[config.mk]
export PLATFORM = sky130hd
export DESIGN_NAME = vcsa_top
export DESIGN_NICKNAME = d
export VERILOG_FILES = /design/src/rtl/vcsa_pkg.sv /design/src/rtl/vcsa_rr.sv /design/src/rtl/vcsa_ovc.sv /design/src/rtl/vcsa_top.sv
export SDC_FILE = /design/constraint.sdc
export NUM_CORES = 1
export LEC_CHECK = 0
export CAP_MARGIN = 10
export CORE_AREA = 2 2 137 139
export CTS_CLUSTER_DIAMETER = 30
export CTS_CLUSTER_SIZE = 20
export DETAILED_ROUTE_END_ITERATION = 7
export DIE_AREA = 0 0 139 141
export DONT_BUFFER_PORTS = 1
export PLACE_DENSITY_LB_ADDON = 0.12
export SYNTH_ARGS = -nofsm -noshare
export SYNTH_HDL_FRONTEND = slang
export SYNTH_SLANG_ARGS = --single-unit
[constraint.sdc]
create_clock -name clk -period 6.25 [get_ports clk]
set_input_delay 0.9375 -clock clk [delete_from_list [all_inputs] [get_ports clk]]
set_output_delay 0.9375 -clock clk [all_outputs]
set_load 0.1 [all_outputs]
[src/rtl/vcsa_pkg.sv]
package vcsa_pkg;
    typedef enum logic [1:0] {
        OVC_FREE  = 2'd0,
        OVC_BUSY  = 2'd1,
        OVC_DRAIN = 2'd2
    } ovc_state_e;
endpackage

[src/rtl/vcsa_rr.sv]
// Round-robin picker: first set request at or after ptr, wrapping.
module vcsa_rr #(
    parameter int W = 4,
    localparam int IW = (W > 1) ? $clog2(W) : 1
) (
    input  logic [W-1:0]  req,
    input  logic [IW-1:0] ptr,
    output logic [IW-1:0] idx,
    output logic          any
);
    always_comb begin
        idx = '0;
        any = 1'b0;
        for (int k = 0; k < W; k++) begin
            if (!any && req[IW'((int'(ptr) + k) % W)]) begin
                any = 1'b1;
                idx = IW'((int'(ptr) + k) % W);
            end
        end
    end
endmodule

[src/rtl/vcsa_ovc.sv]
// Per-output-port tracker: output VC ownership state and credit counters.
module vcsa_ovc
    import vcsa_pkg::*;
#(
    parameter int NVC   = 2,
    parameter int DEPTH = 4,
    localparam int VW = (NVC > 1) ? $clog2(NVC) : 1,
    localparam int CW = $clog2(DEPTH + 1)
) (
    input  logic           clk,
    input  logic           rst_n,
    input  logic           alloc,
    input  logic           send,
    input  logic [VW-1:0]  held_vc,
    input  logic           tail,
    input  logic [NVC-1:0] rel,
    input  logic [NVC-1:0] cret,
    output logic           avail_any,
    output logic [VW-1:0]  first_vc,
    output logic [NVC-1:0] cred_ok
);
    typedef struct packed {
        ovc_state_e [NVC-1:0]          st;
        logic       [NVC-1:0][CW-1:0]  cred;
    } trk_t;

    trk_t q, d;
    logic [NVC-1:0] avail;
    logic [VW-1:0]  use_vc;

    // Outputs depend on registered state only.
    always_comb begin
        first_vc = '0;
        for (int v = 0; v < NVC; v++) begin
            cred_ok[v] = (q.cred[v] != '0);
            avail[v]   = (q.st[v] == OVC_FREE) && cred_ok[v];
        end
        for (int v = NVC - 1; v >= 0; v--) begin
            if (avail[v]) first_vc = VW'(v);
        end
        avail_any = |avail;
    end

    always_comb begin
        d      = q;
        use_vc = alloc ? first_vc : held_vc;
        for (int v = 0; v < NVC; v++) begin
            if (rel[v] && q.st[v] == OVC_DRAIN) d.st[v] = OVC_FREE;
        end
        if (send) begin
            if (alloc)     d.st[use_vc] = tail ? OVC_DRAIN : OVC_BUSY;
            else if (tail) d.st[use_vc] = OVC_DRAIN;
        end
        for (int v = 0; v < NVC; v++) begin
            case ({cret[v], send && (use_vc == VW'(v))})
                2'b10:   d.cred[v] = q.cred[v] + CW'(1);
                2'b01:   d.cred[v] = q.cred[v] - CW'(1);
                default: d.cred[v] = q.cred[v];
            endcase
        end
    end

    always_ff @(posedge clk or negedge rst_n) begin
        if (!rst_n) begin
            for (int v = 0; v < NVC; v++) begin
                q.st[v]   <= OVC_FREE;
                q.cred[v] <= CW'(DEPTH);
            end
        end else begin
            q <= d;
        end
    end
endmodule

[src/rtl/vcsa_top.sv]
module vcsa_top #(
    parameter int NPORT = 4,
    parameter int NVC   = 2,
    parameter int DEPTH = 4,
    localparam int NIV = NPORT * NVC,
    localparam int PW  = (NPORT > 1) ? $clog2(NPORT) : 1,
    localparam int VW  = (NVC > 1) ? $clog2(NVC) : 1,
    localparam int IVW = (NIV > 1) ? $clog2(NIV) : 1
) (
    input  logic              clk,
    input  logic              rst_n,
    input  logic [NIV-1:0]    req_valid,
    input  logic [NIV*PW-1:0] req_port,
    input  logic [NIV-1:0]    req_spec,
    input  logic [NIV-1:0]    req_tail,
    output logic [NIV-1:0]    gnt,
    output logic [NIV*VW-1:0] gnt_ovc,
    input  logic [NIV-1:0]    cred_ret,
    input  logic [NIV-1:0]    vc_release
);
    typedef struct packed {
        logic [NIV-1:0]            held;
        logic [NIV-1:0][VW-1:0]    hovc;
        logic [NPORT-1:0][VW-1:0]  iptr;
        logic [NPORT-1:0][PW-1:0]  optr;
    } st_t;

    st_t q, d;

    logic [PW-1:0]             port_a [NIV];
    logic [NIV-1:0]            elig;
    logic [NPORT-1:0][VW-1:0]  in_idx;
    logic [NPORT-1:0]          in_any;
    logic [NPORT-1:0][PW-1:0]  w_port;
    logic [NPORT-1:0]          w_spec;
    logic [NPORT-1:0][NPORT-1:0] ns_req, sp_req;
    logic [NPORT-1:0][PW-1:0]  ns_idx, sp_idx;
    logic [NPORT-1:0]          ns_any, sp_any;
    logic [NPORT-1:0][PW-1:0]  o_inp;
    logic [NPORT-1:0]          o_spec, o_used;
    logic [NPORT-1:0][IVW-1:0] o_ivc;
    logic [NPORT-1:0][VW-1:0]  trk_hvc;
    logic [NPORT-1:0]          trk_tail;
    logic [NPORT-1:0]          tk_avail;
    logic [NPORT-1:0][VW-1:0]  tk_first;
    logic [NPORT-1:0][NVC-1:0] tk_cred_ok;

    for (genvar i = 0; i < NIV; i++) begin : g_port
        assign port_a[i] = req_port[i*PW +: PW];
    end

    // Eligibility: spec bit must match holding state; held VC needs a credit.
    always_comb begin
        for (int i = 0; i < NIV; i++) begin
            elig[i] = 1'b0;
            if (req_valid[i] && int'(port_a[i]) < NPORT) begin
                if (req_spec[i]) elig[i] = !q.held[i];
                else             elig[i] = q.held[i] && tk_cred_ok[port_a[i]][q.hovc[i]];
            end
        end
    end

    // Stage 1: one VC per input port.
    for (genvar p = 0; p < NPORT; p++) begin : g_in
        vcsa_rr #(.W(NVC)) u_in_rr (
            .req (elig[p*NVC +: NVC]),
            .ptr (q.iptr[p]),
            .idx (in_idx[p]),
            .any (in_any[p])
        );
    end

    always_comb begin
        for (int p = 0; p < NPORT; p++) begin
            w_port[p] = port_a[p*NVC + int'(in_idx[p])];
            w_spec[p] = req_spec[p*NVC + int'(in_idx[p])];
        end
        for (int o = 0; o < NPORT; o++) begin
            for (int p = 0; p < NPORT; p++) begin
                ns_req[o][p] = in_any[p] && (int'(w_port[p]) == o) && !w_spec[p];
                sp_req[o][p] = in_any[p] && (int'(w_port[p]) == o) &&  w_spec[p];
            end
        end
    end

    // Stage 2: one input per output, non-speculative class first.
    for (genvar o = 0; o < NPORT; o++) begin : g_out
        vcsa_rr #(.W(NPORT)) u_ns_rr (
            .req (ns_req[o]),
            .ptr (q.optr[o]),
            .idx (ns_idx[o]),
            .any (ns_any[o])
        );
        vcsa_rr #(.W(NPORT)) u_sp_rr (
            .req (sp_req[o]),
            .ptr (q.optr[o]),
            .idx (sp_idx[o]),
            .any (sp_any[o])
        );
        vcsa_ovc #(.NVC(NVC), .DEPTH(DEPTH)) u_trk (
            .clk       (clk),
            .rst_n     (rst_n),
            .alloc     (o_used[o] && o_spec[o]),
            .send      (o_used[o]),
            .held_vc   (trk_hvc[o]),
            .tail      (trk_tail[o]),
            .rel       (vc_release[o*NVC +: NVC]),
            .cret      (cred_ret[o*NVC +: NVC]),
            .avail_any (tk_avail[o]),
            .first_vc  (tk_first[o]),
            .cred_ok   (tk_cred_ok[o])
        );
    end

    always_comb begin
        for (int o = 0; o < NPORT; o++) begin
            o_spec[o]   = !ns_any[o];
            o_inp[o]    = ns_any[o] ? ns_idx[o] : sp_idx[o];
            o_used[o]   = ns_any[o] || (sp_any[o] && tk_avail[o]);
            o_ivc[o]    = IVW'(int'(o_inp[o]) * NVC + int'(in_idx[o_inp[o]]));
            trk_hvc[o]  = q.hovc[o_ivc[o]];
            trk_tail[o] = req_tail[o_ivc[o]];
        end
    end

    // Grants and next state.
    always_comb begin
        d       = q;
        gnt     = '0;
        gnt_ovc = '0;
        for (int o = 0; o < NPORT; o++) begin
            if (o_used[o]) begin
                gnt[o_ivc[o]] = 1'b1;
                if (o_spec[o]) begin
                    gnt_ovc[int'(o_ivc[o])*VW +: VW] = tk_first[o];
                    d.held[o_ivc[o]] = !req_tail[o_ivc[o]];
                    d.hovc[o_ivc[o]] = tk_first[o];
                end else begin
                    gnt_ovc[int'(o_ivc[o])*VW +: VW] = q.hovc[o_ivc[o]];
                    if (req_tail[o_ivc[o]]) d.held[o_ivc[o]] = 1'b0;
                end
                d.iptr[o_inp[o]] = (int'(in_idx[o_inp[o]]) == NVC - 1) ? '0
                                 : in_idx[o_inp[o]] + VW'(1);
                d.optr[o] = (int'(o_inp[o]) == NPORT - 1) ? '0 : o_inp[o] + PW'(1);
            end
        end
    end

    always_ff @(posedge clk or negedge rst_n) begin
        if (!rst_n) q <= '0;
        else        q <= d;
    end
endmodule

==> impl_results.md, run 1 <==
- Starting density of the core: about 44%
- Fin Hold WS: 0.286 ns
- CP required: roughly 5.3 ns
- Met1 usage in global routing: 39.7%
- Crit path launch type: input pin
- Slew headroom: 24.3%
- Setup_tns: 0 ns
- Number of flops mapped to enable cells by yosys: 0
- Synth Warn #: 0
- Dominant synthesized flop cell: dfrtp_1
- Most Crowded Layer GR: met2
- # fillers: between 1500 and 2000
- GR Layer Usage met3: 6.66%
- CP Capture Type: primary output
- Vias in the first global route: between 8000 and 9000
- Largest net degree at the start of global routing: 65
- Detailed Place HPWL: between 20000 and 25000 um
- TritonCTS clock tree: done
- Util after Layout: a little under three fifths
- Top Ports: 74
- Dpl cell area: roughly 9500 um^2
- Sequential cell area fraction in the yosys report: around a fifth
- Global placement routability congestion: between 0.9 and 1
- Global route total overflow: 0
- Avg WL per Cell: between 20 and 25 um
- Via density: 6.32
- Commonest non-fill, non-tap cells in the layout: 125 x buf_4, 91 x nand2_1, 71 x nor2_1
- DR DRC count: 0
- Met2 usage: between 40% and 50%
- Hold crit path type: input pin to async pin
- Setup CP Type: input pin to primary output
- Arrival @ worst endpoint: about 5.3 ns
- Mapped Cells: 1020
- GRT Util Overall: a little under a third
- Setup violations, final: 0
- Critical Path Fanout Max: 11
- DRT Pass-1 Iters: 5
- Initial antenna violation count: 2
- Num CTS Buffers: 9
- Post-synth ARST share: 100%
- Nets: about 1200
- Share of post-route cells with drive strength above 1: roughly 28%
- Die Ht: 141 um
- Fmax: 0.161 GHz
- Total number of vias: 8709
- Leak Pwr: between 4 and 5 nW
- Most common cell after layout, fill and taps aside: buf_4
- Tcrit/Tclk final: between 90% and 100%
- Flip-flop and latch area: approximately 1600 um^2
- Top cells by area, synth: dfrtp_1 17%, mux2i_1 5.7%, ha_1 5.0%
- Global-route wire length before repair: roughly 46000 um
- IO buf count: 0
- Root buffer cell: clkbuf_16
- Synth top area share: between 15 and 20%
- Pwr/cell area: 530 nW/um^2
- RSZ-0062 raised after global routing: yes
- Site Rows: 50
- Status: finished, final reports clean
- Clock Latency Late Sink: approximately 0.35 ns
- Avg Cell Area, Syn: slightly below 8 um^2
- Die area: around 20000 um^2
- Cell area after layout: 10400 um^2
- Cell accounting for the most synthesized area: dfrtp_1
- DRT antenna net count: 0
- H-tree Lvls: 3
- Mapped cell area: 8010 um^2
- Max IR drop VDD: about 0.00067 V
- Core area: 18300 um^2
- Slew @ Worst Pin: ~1.1 ns
- Final Critical Period: around 6.2 ns
- Synth-to-Final Area Change: 29.6%
- Mapped Nets: between 1000 and 1500
- Num Clock Sinks: 64
- Die X: 139 um
- Multi-input gate area: approximately 6600 um^2
- Worst R2R Setup Slack: around 0.76 ns
- Final hold violation count: 0
- Yosys cell types: 105
- Max-cap violations: 0
- Reg clk slew, reported paths: roughly 0.070 ns
- Initial DRC Count: between 600 and 700
- Register bit total from synthesis: 64
- Skew final: between 0.01 and 0.015 ns
- Final WL: approximately 31000 um
- Clock buffer depth: 2
- Slew Limit Fails: 0
==> registers in the layout, indices dropped and copies added (netlist names) <==
name	flops
g_out.u_trk.q	40
q	24
==> routing by layer <==
layer / part of all wire, % / vias up
li1: - / 4078
met1: 42 / 4172
met2: 45 / 384
met3: 9.1 / 75
met4: 3.9 / 0
met5: 0 / -
==> critical path, stage by stage <==
cell,delay (ns)
or4_4,0.55
a221oi_4,0.25
buf_4,0.16
o2111ai_4,0.12
and4b_2,0.31
or2_4,0.27
nor3_4,0.23
a31oi_4,0.14
inv_4,0.10
mux2_4,0.29
mux2_4,0.28
inv_4,0.07
ha_4,0.13
ha_4,0.20
nand3b_1,0.19
or3_1,0.37
a41oi_2,0.16
mux2i_1,0.12
a22o_4,0.38
==> power breakdown <==
part,internal (mW),switching [mW],leakage [nW]
combinational,1.65,2.35,3.34
clock,0.362,0.211,0.163
sequential,0.635,0.288,0.771
==> area by class of cell <==
type                       count  share of cell area [%]
multi-input combinational    846                    63.5
clock buffer                  10                    2.30
tap                          234                    2.82
inverter                      70                    2.58
clock inverter                 6                   0.880
sequential                    64                    15.5
antenna                        2                  0.0482
timing repair buffer         145                    12.3
==> through the flow <==
stage,setup WS [ns],cells,power [mW]
CTS,0.00730,1359,5.23
global placement,-0.0536,1342,4.56
floorplan,-0.173,1020,3.24
detailed placement,-0.0788,1342,4.60
finish,0.0480,1377,5.50
global route,-0.107,1375,5.85
==> timing repair <==
action | 4_1_cts | 5_1_grt
hold buffers | 0 | 0
pin swaps | 3 | 21
gates resized for setup | 12 | 68
buffers inserted | 1 | 16
gates cloned | 0 | 1
setup endpoints to repair | 8 | 8
==> cell usage after synthesis, types with 15 or more instances <==
| cell type | count |
|---|---|
| nand2_1 | 95 |
| nor2_1 | 73 |
| inv_1 | 67 |
| dfrtp_1 | 56 |
| a21oi_1 | 46 |
| mux2i_1 | 46 |
| o21ai_0 | 40 |
| nand3_1 | 38 |
| ha_1 | 32 |
| clkbuf_1 | 26 |
| nor3_1 | 26 |
| nand2b_1 | 25 |
| and3_1 | 20 |
| nor2b_1 | 18 |
| or3_1 | 18 |
| xor2_1 | 17 |
| nor4_1 | 15 |
| o21ai_1 | 15 |
==> final timing paths <==
| path | startpoint | end | depth (start not counted) |
|---|---|---|---|
| worst min-delay path | rst_n | q[9]$_DFF_PN0_ | 0 |
| max in group asynchronous | rst_n | g_out[3].u_trk.q[5]$_DFFE_PN1P_ | 0 |
| worst min register to register | g_out[1].u_trk.q[7]$_DFF_PN0_ | g_out[1].u_trk.q[7]$_DFF_PN0_ | 1 |
| worst max-delay path | req_port[4] | gnt_ovc[6] | 19 |
| min in group clk | g_out[1].u_trk.q[7]$_DFF_PN0_ | g_out[1].u_trk.q[7]$_DFF_PN0_ | 1 |
| worst max register to register | g_out[1].u_trk.q[5]$_DFFE_PN1P_ | g_out[3].u_trk.q[5]$_DFFE_PN1P_ | 21 |
==> cell families after synthesis <==
kind of cell	Yosys count	share of synthesized area [%]
AOI/OAI and AO/OA	294	27.5
xor gates and xnor gates	27	2.95
and+or+nand+nor	422	28.5
DFF	64	20.1
buffers and inverters	111	5.68
adders and majority gates	40	7.00
muxes	62	8.23
Note: power is estimated with default switching activity, not from simulation.
==> run 2, diff against run 1 <==
- clock period: 6.25 -> 7.55 ns (I/O delays scaled with it)
==> run 2 against run 1 <==
Via count down 5.1%. Critical path type unchanged. Sequential cell count unchanged. Sequential share of layout area up 2.5 points. Critical endpoint is now gnt_ovc[7]. Count of clock-buffer cells in the layout down 1.
==> impl_results.md, run 2 (synthesis results as in run 1) <==
- Status: finished, final reports clean (unchanged)
- Final hold violation count: 0 (unchanged)
- Most common cell after layout, fill and taps aside: nand2_1 (was buf_4)
- Root buffer cell: clkbuf_16 (unchanged)
- Top flop regs: g_out.u_trk.q: 40 flops, q: 24 flops (unchanged)
- Top Ports: 74 (unchanged)
- Skew final: 0.00827 ns (was 0.0144 ns)
- RSZ-0062 raised after global routing: no (was yes)
- Site Rows: 50 (unchanged)
- Largest net degree at the start of global routing: 65 (unchanged)
- H-tree Lvls: 3 (unchanged)
- Total power draw: 3.85 mW (was 5.50 mW)
- Share of post-route cells with drive strength above 1: 13.2% (was 27.7%)
- Setup CP Type: input pin to primary output (unchanged)
- Internal power: 1.75 mW (was 2.65 mW)
- Max IR drop VDD: 0.000468 V (was 0.000671 V)
- Max reg flops: 40 (unchanged)
- Switching pwr: 2.10 mW (was 2.85 mW)
- Detailed Place HPWL: 21800 um (was 23500 um)
- DRT antenna net count: 0 (unchanged)
- Critical Path Fanout Max: 13 (was 11)
- Initial antenna violation count: 0 (was 2)
- Crit path from: req_port[4] (unchanged)
- Die area: 19600 um^2 (unchanged)
- IO buf count: 0 (unchanged)
- Top Family by Delay on Critical Path: simple AND/OR/NAND/NOR gates (unchanged)
- Slew @ Worst Pin: 1.09 ns (was 1.13 ns)
- Hold crit path type: input pin to async pin (unchanged)
- Final cell count without fillers: 1272 (was 1377)
- Fin Hold WS: 0.481 ns (was 0.286 ns)
- GRT Util Overall: 28.4% (was 30.3%)
- End of the critical path: gnt_ovc[7] (was gnt_ovc[6])
- Reg-to-Reg End: g_out[3].u_trk.q[5]$_DFFE_PN1P_ (unchanged)
- Pwr/cell area: 430 nW/um^2 (was 530 nW/um^2)
- Fmax: approximately 0.14 GHz
- Leak Pwr: 3.65 nW (was 4.28 nW)
- Crit-path max cell delay: 0.57 ns (was 0.55 ns)
- CP Capture Type: primary output (unchanged)
- Global placement routability congestion: 0.960 (was 0.981)
- Dpl cell area: 8600 um^2 (was 9530 um^2)
- Clock Latency Late Sink: 0.35 ns (about the same)
- CP max stage cell: or4_1 (was or4_4)
- Slew Limit Fails: 0 (unchanged)
- Total number of vias: 8269 (was 8709)
- CP required: 6.42 ns (was 5.31 ns)
- Clk pwr share: 12.3% (was 10.4%)
- Most used cell along the critical path: ha_1
- Slew headroom: 27.4% (was 24.3%)
- Setup violations, final: 0 (unchanged)
- Via density: 6.50 (was 6.32)
- # diodes: 0 (was 2)
- DRT Pass-1 Iters: 6 (was 5)
- Sequential power share: 19.8% (was 16.8%)
- Clock buffer depth: 2 (unchanged)
- Core area: 18300 um^2 (unchanged)
- Reg clk slew, reported paths: 0.06 ns (was 0.07 ns)
- Tcrit/Tclk final: a little over nine tenths
- Starting density of the core: 43.9% (unchanged)
- Setup_tns: 0 ns (unchanged)
- Largest Register: g_out.u_trk.q (unchanged)
- Logic pwr share: 67.8% (was 72.8%)
- FF-to-FF Start: q[16]$_DFF_PN0_ (was g_out[1].u_trk.q[5]$_DFFE_PN1P_)
- Critical Path Stages: 19 (unchanged)
- Num CTS Buffers: 9 (unchanged)
- Cells after DPL: 1256 (was 1342)
- Commonest non-fill, non-tap cells in the layout: 95 x nand2_1, 73 x nor2_1, 67 x inv_1 (was 125 x buf_4, 91 x nand2_1, 71 x nor2_1)
- Final WL: 27900 um (was 30500 um)
- Num Clock Sinks: 64 (unchanged)
- Vias in the first global route: 7758 (was 8386)
- Synth-to-Final Area Change: 11.5% (was 29.6%)
- Max-cap violations: 0 (unchanged)
- Crit path launch type: input pin (unchanged)
- Worst R2R Setup Slack: 1.84 ns (was 0.76 ns)
- Global-route wire length before repair: 43900 um (was 46500 um)
- Cell area after layout: 8940 um^2 (was 10400 um^2)
- Die Ht: 141 um (unchanged)
- TritonCTS clock tree: done (unchanged)
- WP buf/inv: 2 (was 3)
- Arrival @ worst endpoint: 6.02 ns (was 5.26 ns)
- Global route total overflow: 0 (unchanged)
- Avg WL per Cell: 21.9 um (was 22.2 um)
- Cell count of the worst reg-to-reg path: 19 (was 21)
- Nets: 1131 (was 1234)
- Initial DRC Count: 822 (was 689)
- DR DRC count: 0 (unchanged)
- Die X: 139 um (unchanged)
- Final Critical Period: 7.16 ns
- Sw Share: 54.6% (was 51.8%)
- Cell Chain, Critical Path: or4_1, a221oi_2, o2111ai_1, nand2_1, nor3b_1, a22oi_1, o211ai_1, o211a_1, or2_1, o211ai_2, and2_4, inv_2, ha_1, ha_1, or3_1, o41ai_1, nor2_1, o22ai_2, buf_12 (was or4_4, a221oi_4, buf_4, o2111ai_4, and4b_2, or2_4, nor3_4, a31oi_4, inv_4, mux2_4, mux2_4, inv_4, ha_4, ha_4, nand3b_1, or3_1, a41oi_2, mux2i_1, a22o_4)
==> run 2: cell types whose count changed in the layout (fill, tap and decap cells not counted), moves of 4 or more <==
cell,previous run,this run
a211oi_1,8,14
a211oi_2,7,3
a21oi_1,42,46
a21oi_4,4,0
buf_4,125,32
buf_6,7,0
ha_1,26,32
ha_4,5,0
nand2_1,91,95
nor3_1,22,26
nor4_1,8,15
nor4_2,7,0
==> run 2: timing repair <==
action                                  CTS  global route
setup buffers                             0             0
endpoints found under the setup margin    0             5
resized for setup                         0             1
hold buffers                              0             0
==> run 2: cell type report <==
| class | instances | area [um^2] |
|---|---|---|
| Fill cell | 1852 | 9330 |
| Timing Repair Buffer | 43 | 460 |
| Inverter | 70 | 263 |
| Multi-Input combinational cell | 845 | 5980 |
| Sequential cell | 64 | 1610 |
| Clock buffer | 9 | 225 |
| Tap cell | 234 | 293 |
| Clock inverter | 7 | 100 |
==> run 2: worst min path at each step <==
stage,from,end,slack (ns),depth (start not counted)
final,rst_n,g_out[1].u_trk.q[0]$_DFFE_PN0P_,0.48,0
after detailed placement,g_out[3].u_trk.q[9]$_DFF_PN0_,g_out[3].u_trk.q[9]$_DFF_PN0_,0.49,1
after global routing,rst_n,g_out[1].u_trk.q[3]$_DFFE_PN0P_,0.46,0
after floorplan,g_out[3].u_trk.q[7]$_DFF_PN0_,g_out[3].u_trk.q[7]$_DFF_PN0_,0.46,1
after global placement,g_out[1].u_trk.q[7]$_DFF_PN0_,g_out[1].u_trk.q[7]$_DFF_PN0_,0.48,1
after CTS,rst_n,g_out[1].u_trk.q[3]$_DFFE_PN0P_,0.47,0
==> run 2: power groups by stage <==
stage / combinational (mW) / clock, mW / sequential, mW
2_1_floorplan: 1.90 / 0 / 0.650
3_3_place_gp: 2.54 / 0 / 0.757
3_5_place_dp: 2.56 / 0 / 0.759
4_1_cts: 2.58 / 0.478 / 0.755
5_1_grt: 2.84 / 0.494 / 0.788
6_report: 2.61 / 0.475 / 0.763
==> run 2: stage by stage <==
stage	utilization (%)	setup WS (ns)
after global placement	47.1	0.396
after CTS	48.9	0.374
final	48.9	0.394
after floorplan	-	0.273
after global routing	48.9	0.0812
after detailed placement	47.1	0.420
==> run 2: per-layer routing <==
layer / share of wire [%] / GRT usage (%) / vias to the layer above / routed length, um
li1: - / - / 3884 / -
met1: 44 / 38.9 / 3988 / 12300
met2: 46 / 46.5 / 337 / 12700
met3: 7.1 / 3.97 / 60 / 1980
met4: 3.2 / 9.09 / 0 / 894
met5: 0 / 0 / - / 0
==> run 2: worst reg2reg max path, cell delays in order (launching register included) <==
cell       delay [ns]
dfrtp_1          0.65
nor2b_1          0.10
a221oi_1         0.53
a211oi_2         0.23
a211oi_1         0.31
buf_4            0.22
o2bb2ai_1        0.19
nand2_1          0.18
nand4_1          0.30
o32a_1           0.47
mux2_2           0.41
o211ai_1         0.24
o21ai_1          0.39
a21oi_1          0.32
ha_1             0.23
inv_1            0.06
fa_1             0.37
xor2_1           0.15
nor2_1           0.11
xor2_1           0.18
